===== config.mk =====
export PLATFORM = sky130hd
export DESIGN_NAME = uart_rx_core
export DESIGN_NICKNAME = d
export VERILOG_FILES = /design/src/rtl/uart_rx_core.sv
export SDC_FILE = /design/constraint.sdc
export NUM_CORES = 1
export LEC_CHECK = 0
export BUFFER_PORTS_ARGS = -buffer_cell sky130_fd_sc_hd__buf_2
export CAP_MARGIN = 20
export CORE_AREA = 2 2 91 84
export CTS_BUF_LIST = sky130_fd_sc_hd__clkbuf_16
export CTS_CLUSTER_DIAMETER = 40
export DETAILED_ROUTE_END_ITERATION = 7
export DIE_AREA = 0 0 93 86
export SYNTH_ARGS = -nofsm -noshare
export SYNTH_HDL_FRONTEND = slang
export SYNTH_SLANG_ARGS = --single-unit

===== constraint.sdc =====
create_clock -name clk -period 2.57 [get_ports clk]
set_clock_uncertainty 0.1 [all_clocks]
set_input_delay 0.1285 -clock clk [delete_from_list [all_inputs] [get_ports clk]]
set_output_delay 0.1285 -clock clk [all_outputs]
set_load 0.005 [all_outputs]

===== src/rtl/uart_rx_core.sv =====
module uart_rx_core (
  input  logic       clk,
  input  logic       rst_n,
  input  logic       rx_in,
  input  logic       tick,
  input  logic       cfg_sync,
  input  logic [1:0] cfg_os,
  input  logic       cfg_zstop,
  input  logic       cfg_par_en,
  input  logic [1:0] cfg_par_mode,
  input  logic       cfg_rx_gate,
  input  logic       tx_busy,
  output logic       rx_valid,
  output logic [7:0] rx_data,
  output logic       rx_perr,
  output logic       rx_ferr,
  output logic       rx_brk
);
  typedef enum logic [2:0] {S_IDLE, S_START, S_DATA, S_PAR, S_STOP} st_t;

  st_t        st;
  logic [4:0] cnt;
  logic [2:0] bitn;
  logic [7:0] sh;
  logic       pbit;
  logic       prev_zero;
  logic [5:0] os_n;
  logic       perr_c;

  wire gated = cfg_rx_gate & tx_busy;
  wire zs    = cfg_zstop & cfg_sync;

  always_comb begin
    case (cfg_os)
      2'b00:   os_n = 6'd8;
      2'b10:   os_n = 6'd32;
      default: os_n = 6'd16;
    endcase
  end

  wire [5:0] lim     = (st == S_START) ? (os_n >> 1) - 6'd1 : os_n - 6'd1;
  wire       samp    = tick && (cfg_sync || cnt == lim[4:0]);
  wire       allzero = (sh == 8'h00) && !(cfg_par_en && pbit);

  always_comb begin
    case (cfg_par_mode)
      2'b00:   perr_c = ~(^sh ^ pbit);
      2'b01:   perr_c = pbit;
      2'b10:   perr_c = ^sh ^ pbit;
      default: perr_c = ~pbit;
    endcase
    perr_c = perr_c & cfg_par_en;
  end

  always_ff @(posedge clk) begin
    if (!rst_n) begin
      st <= S_IDLE; cnt <= '0; bitn <= '0; sh <= '0; pbit <= 1'b0;
      prev_zero <= 1'b0; rx_valid <= 1'b0; rx_data <= '0;
      rx_perr <= 1'b0; rx_ferr <= 1'b0; rx_brk <= 1'b0;
    end else begin
      rx_valid <= 1'b0;
      if (gated) begin
        st <= S_IDLE; cnt <= '0; prev_zero <= 1'b0;
      end else if (tick) begin
        cnt <= samp ? 5'd0 : cnt + 5'd1;
        case (st)
          S_IDLE: begin
            cnt  <= '0;
            bitn <= '0;
            if (!rx_in) st <= cfg_sync ? S_DATA : S_START;
          end
          S_START: if (samp) st <= rx_in ? S_IDLE : S_DATA;
          S_DATA: if (samp) begin
            sh   <= {rx_in, sh[7:1]};
            bitn <= bitn + 3'd1;
            if (bitn == 3'd7) st <= cfg_par_en ? S_PAR : S_STOP;
          end
          S_PAR: if (samp) begin
            pbit <= rx_in;
            st   <= S_STOP;
          end
          S_STOP: if (samp) begin
            rx_valid  <= 1'b1;
            rx_data   <= sh;
            rx_perr   <= perr_c;
            rx_ferr   <= !rx_in;
            rx_brk    <= !rx_in && allzero && (!zs || prev_zero);
            prev_zero <= zs && !rx_in && allzero;
            bitn      <= '0;
            st        <= (zs && !rx_in) ? S_DATA : S_IDLE;
          end
          default: st <= S_IDLE;
        endcase
      end
    end
  end

  p_pulse_r12: assert property (@(posedge clk) disable iff (!rst_n)
    rx_valid |=> !rx_valid);
  p_gate_quiet_r11: assert property (@(posedge clk) disable iff (!rst_n)
    gated |=> !rx_valid);
  p_brk_zero_r7: assert property (@(posedge clk) disable iff (!rst_n)
    (rx_valid && rx_brk) |-> (rx_ferr && rx_data == 8'h00));
  p_perr_needs_par_r4: assert property (@(posedge clk) disable iff (!rst_n)
    (rx_valid && rx_perr) |-> $past(cfg_par_en));
  p_resync_r8: assert property (@(posedge clk) disable iff (!rst_n)
    (rx_valid && rx_ferr && $past(zs && !gated)) |-> (st == S_DATA));
endmodule


; ---- Word-level counts from Yosys, hierarchy flattened
; Index checks and enable logic that the tools add are counted.
[word_totals]
register_bits = 33
input_bits = 13
output_inout_bits = 12
elab_cells = 86
[classes]
addsub = 4
eq_ne = 15
mux = 20
bitwise_logic = 10
reduce_logical = 26
[ops]
columns = operator, n
row1 = 3-bit two-way mux, 9
row2 = 5-bit two-way mux, 3
row3 = 3-bit one-hot mux with 5 select lines, 1
row4 = 2-bit inequality test (second input constant), 6
row5 = 6-bit one-hot mux with 2 select lines, 1
row6 = 4-bit AND reduction, 3
row7 = 5-bit by 1-bit subtractor with 5-bit output (second input constant), 2
row8 = 3-bit one-hot mux with 3 select lines, 1
row9 = 8-bit zero test, 1
row10 = 8-bit XOR reduction, 1
row11 = 1-bit logical AND, 7
row12 = 7-bit AND reduction, 1
row13 = 3-bit by 2-bit == test with 1-bit output (second input constant), 2
row14 = 3-bit == test (second input constant), 2
row15 = 2-bit two-way mux, 3
row16 = 1-bit inverter, 6
row17 = 5-bit by 1-bit adder with 5-bit output (second input constant), 1
row18 = 5-bit == test, 1
row19 = 5-bit AND reduction, 1
row20 = 2-bit == test (second input constant), 2
row21 = 2-bit zero test, 2
row22 = 4-bit OR reduction, 1
row23 = 3-bit by 1-bit adder with 3-bit output (second input constant), 1
row24 = 1-bit bitwise AND, 3
row25 = other kinds (11), 14

; ---- Logic depth before layout (Yosys ltp)
[logic_depth]
depth_word = 9
depth_mapped = 8
depth_no_buf = 8

; ---- Worst setup path before layout
; No wires, ideal clock.
[synth_path]
path_type = register to register
startpoint = register st[1]
endpoint = register cnt[0]
t_arrival_ns = 2.057
slack_ns = 0.342
stages_incl_launch_ff = 8
n_path_buf = 1
path_cell_list = dfxtp_1 > or3b_1 > clkbuf_1 > a21o_1 > a211oi_4 > o21ai_2 > or4_1 > a21oi_1
[synth_via]
elab_chain_cells = 7
[synth_rtl]
columns = item, line_no
row1 = start: declaration, 21  ; st_t st;
row2 = start signal: assignment, 70  ; if (!rx_in) st <= cfg_sync ? S_DATA : S_START;
row3 = start signal: assignment, 72  ; S_START: if (samp) st <= rx_in ? S_IDLE : S_DATA;
row4 = start signal: assignment, 76  ; if (bitn == 3'd7) st <= cfg_par_en ? S_PAR : S_STOP;
row5 = 3-bit by 1-bit == test with 1-bit output, 41  ; wire [5:0] lim = (st == S_START) ? (os_n >> 1) - 6'd1 : os_n - 6'd1;
row6 = 5-bit two-way mux, 41
row7 = 5-bit == test, 42  ; wire samp = tick && (cfg_sync || cnt == lim[4:0]);
row8 = 1-bit logical OR, 42
row9 = 1-bit logical AND, 42
row10 = 5-bit two-way mux, 65  ; cnt <= samp ? 5'd0 : cnt + 5'd1;
row11 = 5-bit two-way mux *, 66  ; case (st)
row12 = end signal: assignment, 65
row13 = end: declaration, 22  ; logic [4:0] cnt;
; Mark *: on every way between the ends. The rest lies on a longest branch, timed or not.
; A chain may end at the register's enable or synchronous reset.

; ---- Final worst setup path
; Same ends and word-level chain as after synthesis.

==> results.md <==
- Mapped cell area: 0.00180 mm^2
- Clock sinks: 33
- Root Driver: clkbuf_16
- CP top delay family: compound AO/OA/AOI/OAI gates
- Hold Vio Cnt, Final: 0
- Buf+Inv Stages, Crit Path: 0
- Ys Warns: 0
- Minimum clock period: 2.35 ns
- PnR worst setup slack: 0.216 ns
- CTS tree: yes
- Routed WL per cell: 12.5 um
- Fin nets: 264
- Leakage Power: 0.924 nW
- Critical path launch point type: register
- Worst Tran Pin Value: 0.652 ns
- Yosys top cell area share: 0.367
- Vias: 1625
- CP peak stage delay: 0.48 ns
- Slew Viols, Final: 0
- Residual DRC count: 0
- Port Buffers: 24
- Peak supply drop: 285 uV
- Commonest non-fill, non-tap cell in the layout: nand2_1
- # H-tree levels: 2
- Crit path max-delay cell type: or4_1
- Top-level I/O count: 25
- First-pass GRT wire length: 7370 um
- Die H: 86 um
- Post-CTS setup buffers: 0
- CP endpoint: cnt[0]$_SDFFE_PP0P_
- Post-route ant nets: 0
- R2R Path End: cnt[0]$_SDFFE_PP0P_
- CP Data Required Time: 2.68 ns
- Final Cycle Share: 0.916
- Largest net degree at the start of global routing: 40
- Clock tree buffer depth: 2
- #FFs+latches synth: 33
- Top post-synthesis cells by area: dfxtp_1 37%, nand2_1 7.7%, mux2i_1 7.2%
- HPWL Detailed: 3090 um
- Gate count of the mapped netlist: 218
- Iter 0 DRT Violations: 93
- Fillers: 756
- CTS Buf Count: 5
- WL final: 4210 um
- Rel. slew slack: 0.554
- Worst r2r src: st[1]$_SDFFE_PP0P_
- Max cap viols: 0
- Final GP Congestion: 0.879
- Most frequent cells in the layout: 37 x nand2_1, 33 x dfxtp_1, 24 x buf_2, 13 x mux2i_1
- Drt via density: 4.81
- Synthesized area per cell: 8.25 um^2
- HP Class: input pin to register
- Std-Cell Core Area: 0.00697 mm^2
- Mapped Nets: 238
- Clk pin slew, worst setup/hold paths: 0.05 ns
- Die area: 0.00800 mm^2
- Initial Utilization: 0.258
- TNS Setup: 0 ns
- Run status: completed
- Die Wd: 93 um
- GR Overflow Total: 0
- Cell count of the worst reg-to-reg path: 6
- FMAX: 425 MHz
- Reg2reg setup slack: 0.22 ns
- Core Rows: 29
- Vias in the first global route: 1511
- Clk_lat worst skew: 0.28 ns
- Data arrival, critical path: 2.46 ns
- ANT cells: 0
- Kind of critical path: register to register
- Critical path depth in cells: 6
- Cell taking the most area after synthesis: dfxtp_1
- Crit path max fanout: 6
- Cell Chain, Critical Path: or3b_1 -> a21o_1 -> a211oi_4 -> o21ai_2 -> or4_1 -> a21oi_1
- Critical Path End Type: register
- Synthesis-to-finish area growth: 23.4%
- First drt pass iteration count: 4
- CTS resizes: 0
- Pre-CTS setup slack: 0.206 ns
- Hold Buf Count CTS: 0
- Layout cells sized above 1: 0.176
- Initial antenna violation count: 0
- Unrepaired setup endpoints after global routing: false
- Final setup viols: 0
- CP startpoint: st[1]$_SDFFE_PP0P_
- Gr usage total: 0.116
- Pwr dens: 588 mW/mm^2
- Cell variety after synth: 44
- Sequential share of the synthesized area: 0.367
[power by group]
part	switching, mW	internal, mW
Sequential	0.00151	0.515
Clock	0.224	0.453
Combinational	0.0695	0.0418
[sequential cells by signal, summed over array words and instances (netlist names)]
signal and count:
bitn 3, rx_data 8, st 3, rx_brk 1, rx_ferr 1, pbit 1, rx_valid 1, sh 8
cnt 5, prev_zero 1, rx_perr 1
[per-layer routing]
metal  vias to the layer above  GRT usage  part of all wire
met5                         -          0                 0
met4                         0     0.0361             0.011
met3                         5     0.0395             0.050
met2                        45      0.177              0.44
met1                       748      0.153              0.49
li1                        827          -                 -
[stage by stage]
step                hold slack [ns]  area, um^2  power [mW]   util  std cells
global placement              0.332        2050       0.638  0.295        330
detailed placement            0.338        2050       0.637  0.295        330
global route                 0.0453        2220        1.36  0.319        338
floorplan                     0.172        1800       0.600      -        218
CTS                          0.0418        2220        1.32  0.319        338
finish                       0.0472        2220        1.30  0.319        338
[kinds of logic after synthesis]
kind of cell,share of synthesized area
adder cells (fa/ha/maj),0.0487
AND/OR/NAND/NOR,0.238
multiplexers,0.0723
buffers and inverters,0.0508
AO/OA/AOI/OAI,0.199
flip-flops,0.367
XOR/XNOR,0.0243
[cell usage after synthesis, drive strengths merged]
cell,count
o22ai,4
dfxtp,33
nor3,1
or4,2
a21o,1
o32ai,1
a2111o,1
nand3b,3
nand4b,1
nor2,8
xor2,1
inv,12
a21boi,1
nor2b,4
or3,1
or3b,1
and2,4
a21oi,7
or2,1
o21ai,14
nand4,3
a211oi,5
and3,2
o211ai,2
o2111ai,1
o21a,1
xnor2,4
or4b,1
buf,1
a22o,4
nand2,37
clkbuf,11
a22oi,1
nand3,13
o31ai,2
mux2i,13
nand2b,4
a2111oi,5
ha,7
[layout make-up]
class | instances | area (um^2) | area share
multi-input combinational | 161 | 1060 | 0.477
sequential | 33 | 661 | 0.297
timing repair buffer | 31 | 173 | 0.0777
clock buffer | 5 | 125 | 0.0563
tap | 93 | 116 | 0.0524
inverter | 12 | 45.0 | 0.0203
clock inverter | 3 | 41.3 | 0.0186
[worst min-delay path by stage]
stage / start / end / slack, ns / depth (start not counted)
floorplan: cfg_par_en / rx_perr$_SDFFE_PN0P_ / 0.17 / 2
global route: cfg_par_en / rx_perr$_SDFFE_PN0P_ / 0.05 / 3
detailed placement: cfg_par_en / rx_perr$_SDFFE_PN0P_ / 0.34 / 3
finish: cfg_par_en / rx_perr$_SDFFE_PN0P_ / 0.05 / 3
global placement: cfg_par_en / rx_perr$_SDFFE_PN0P_ / 0.33 / 3
CTS: cfg_par_en / rx_perr$_SDFFE_PN0P_ / 0.04 / 3
[tightest hold or removal path, stage by stage]
cell and delay, ns:
buf_2 0.13, nand4_1 0.07, o21ai_1 0.05
No activity file was read; power rests on OpenSTA's default activity.
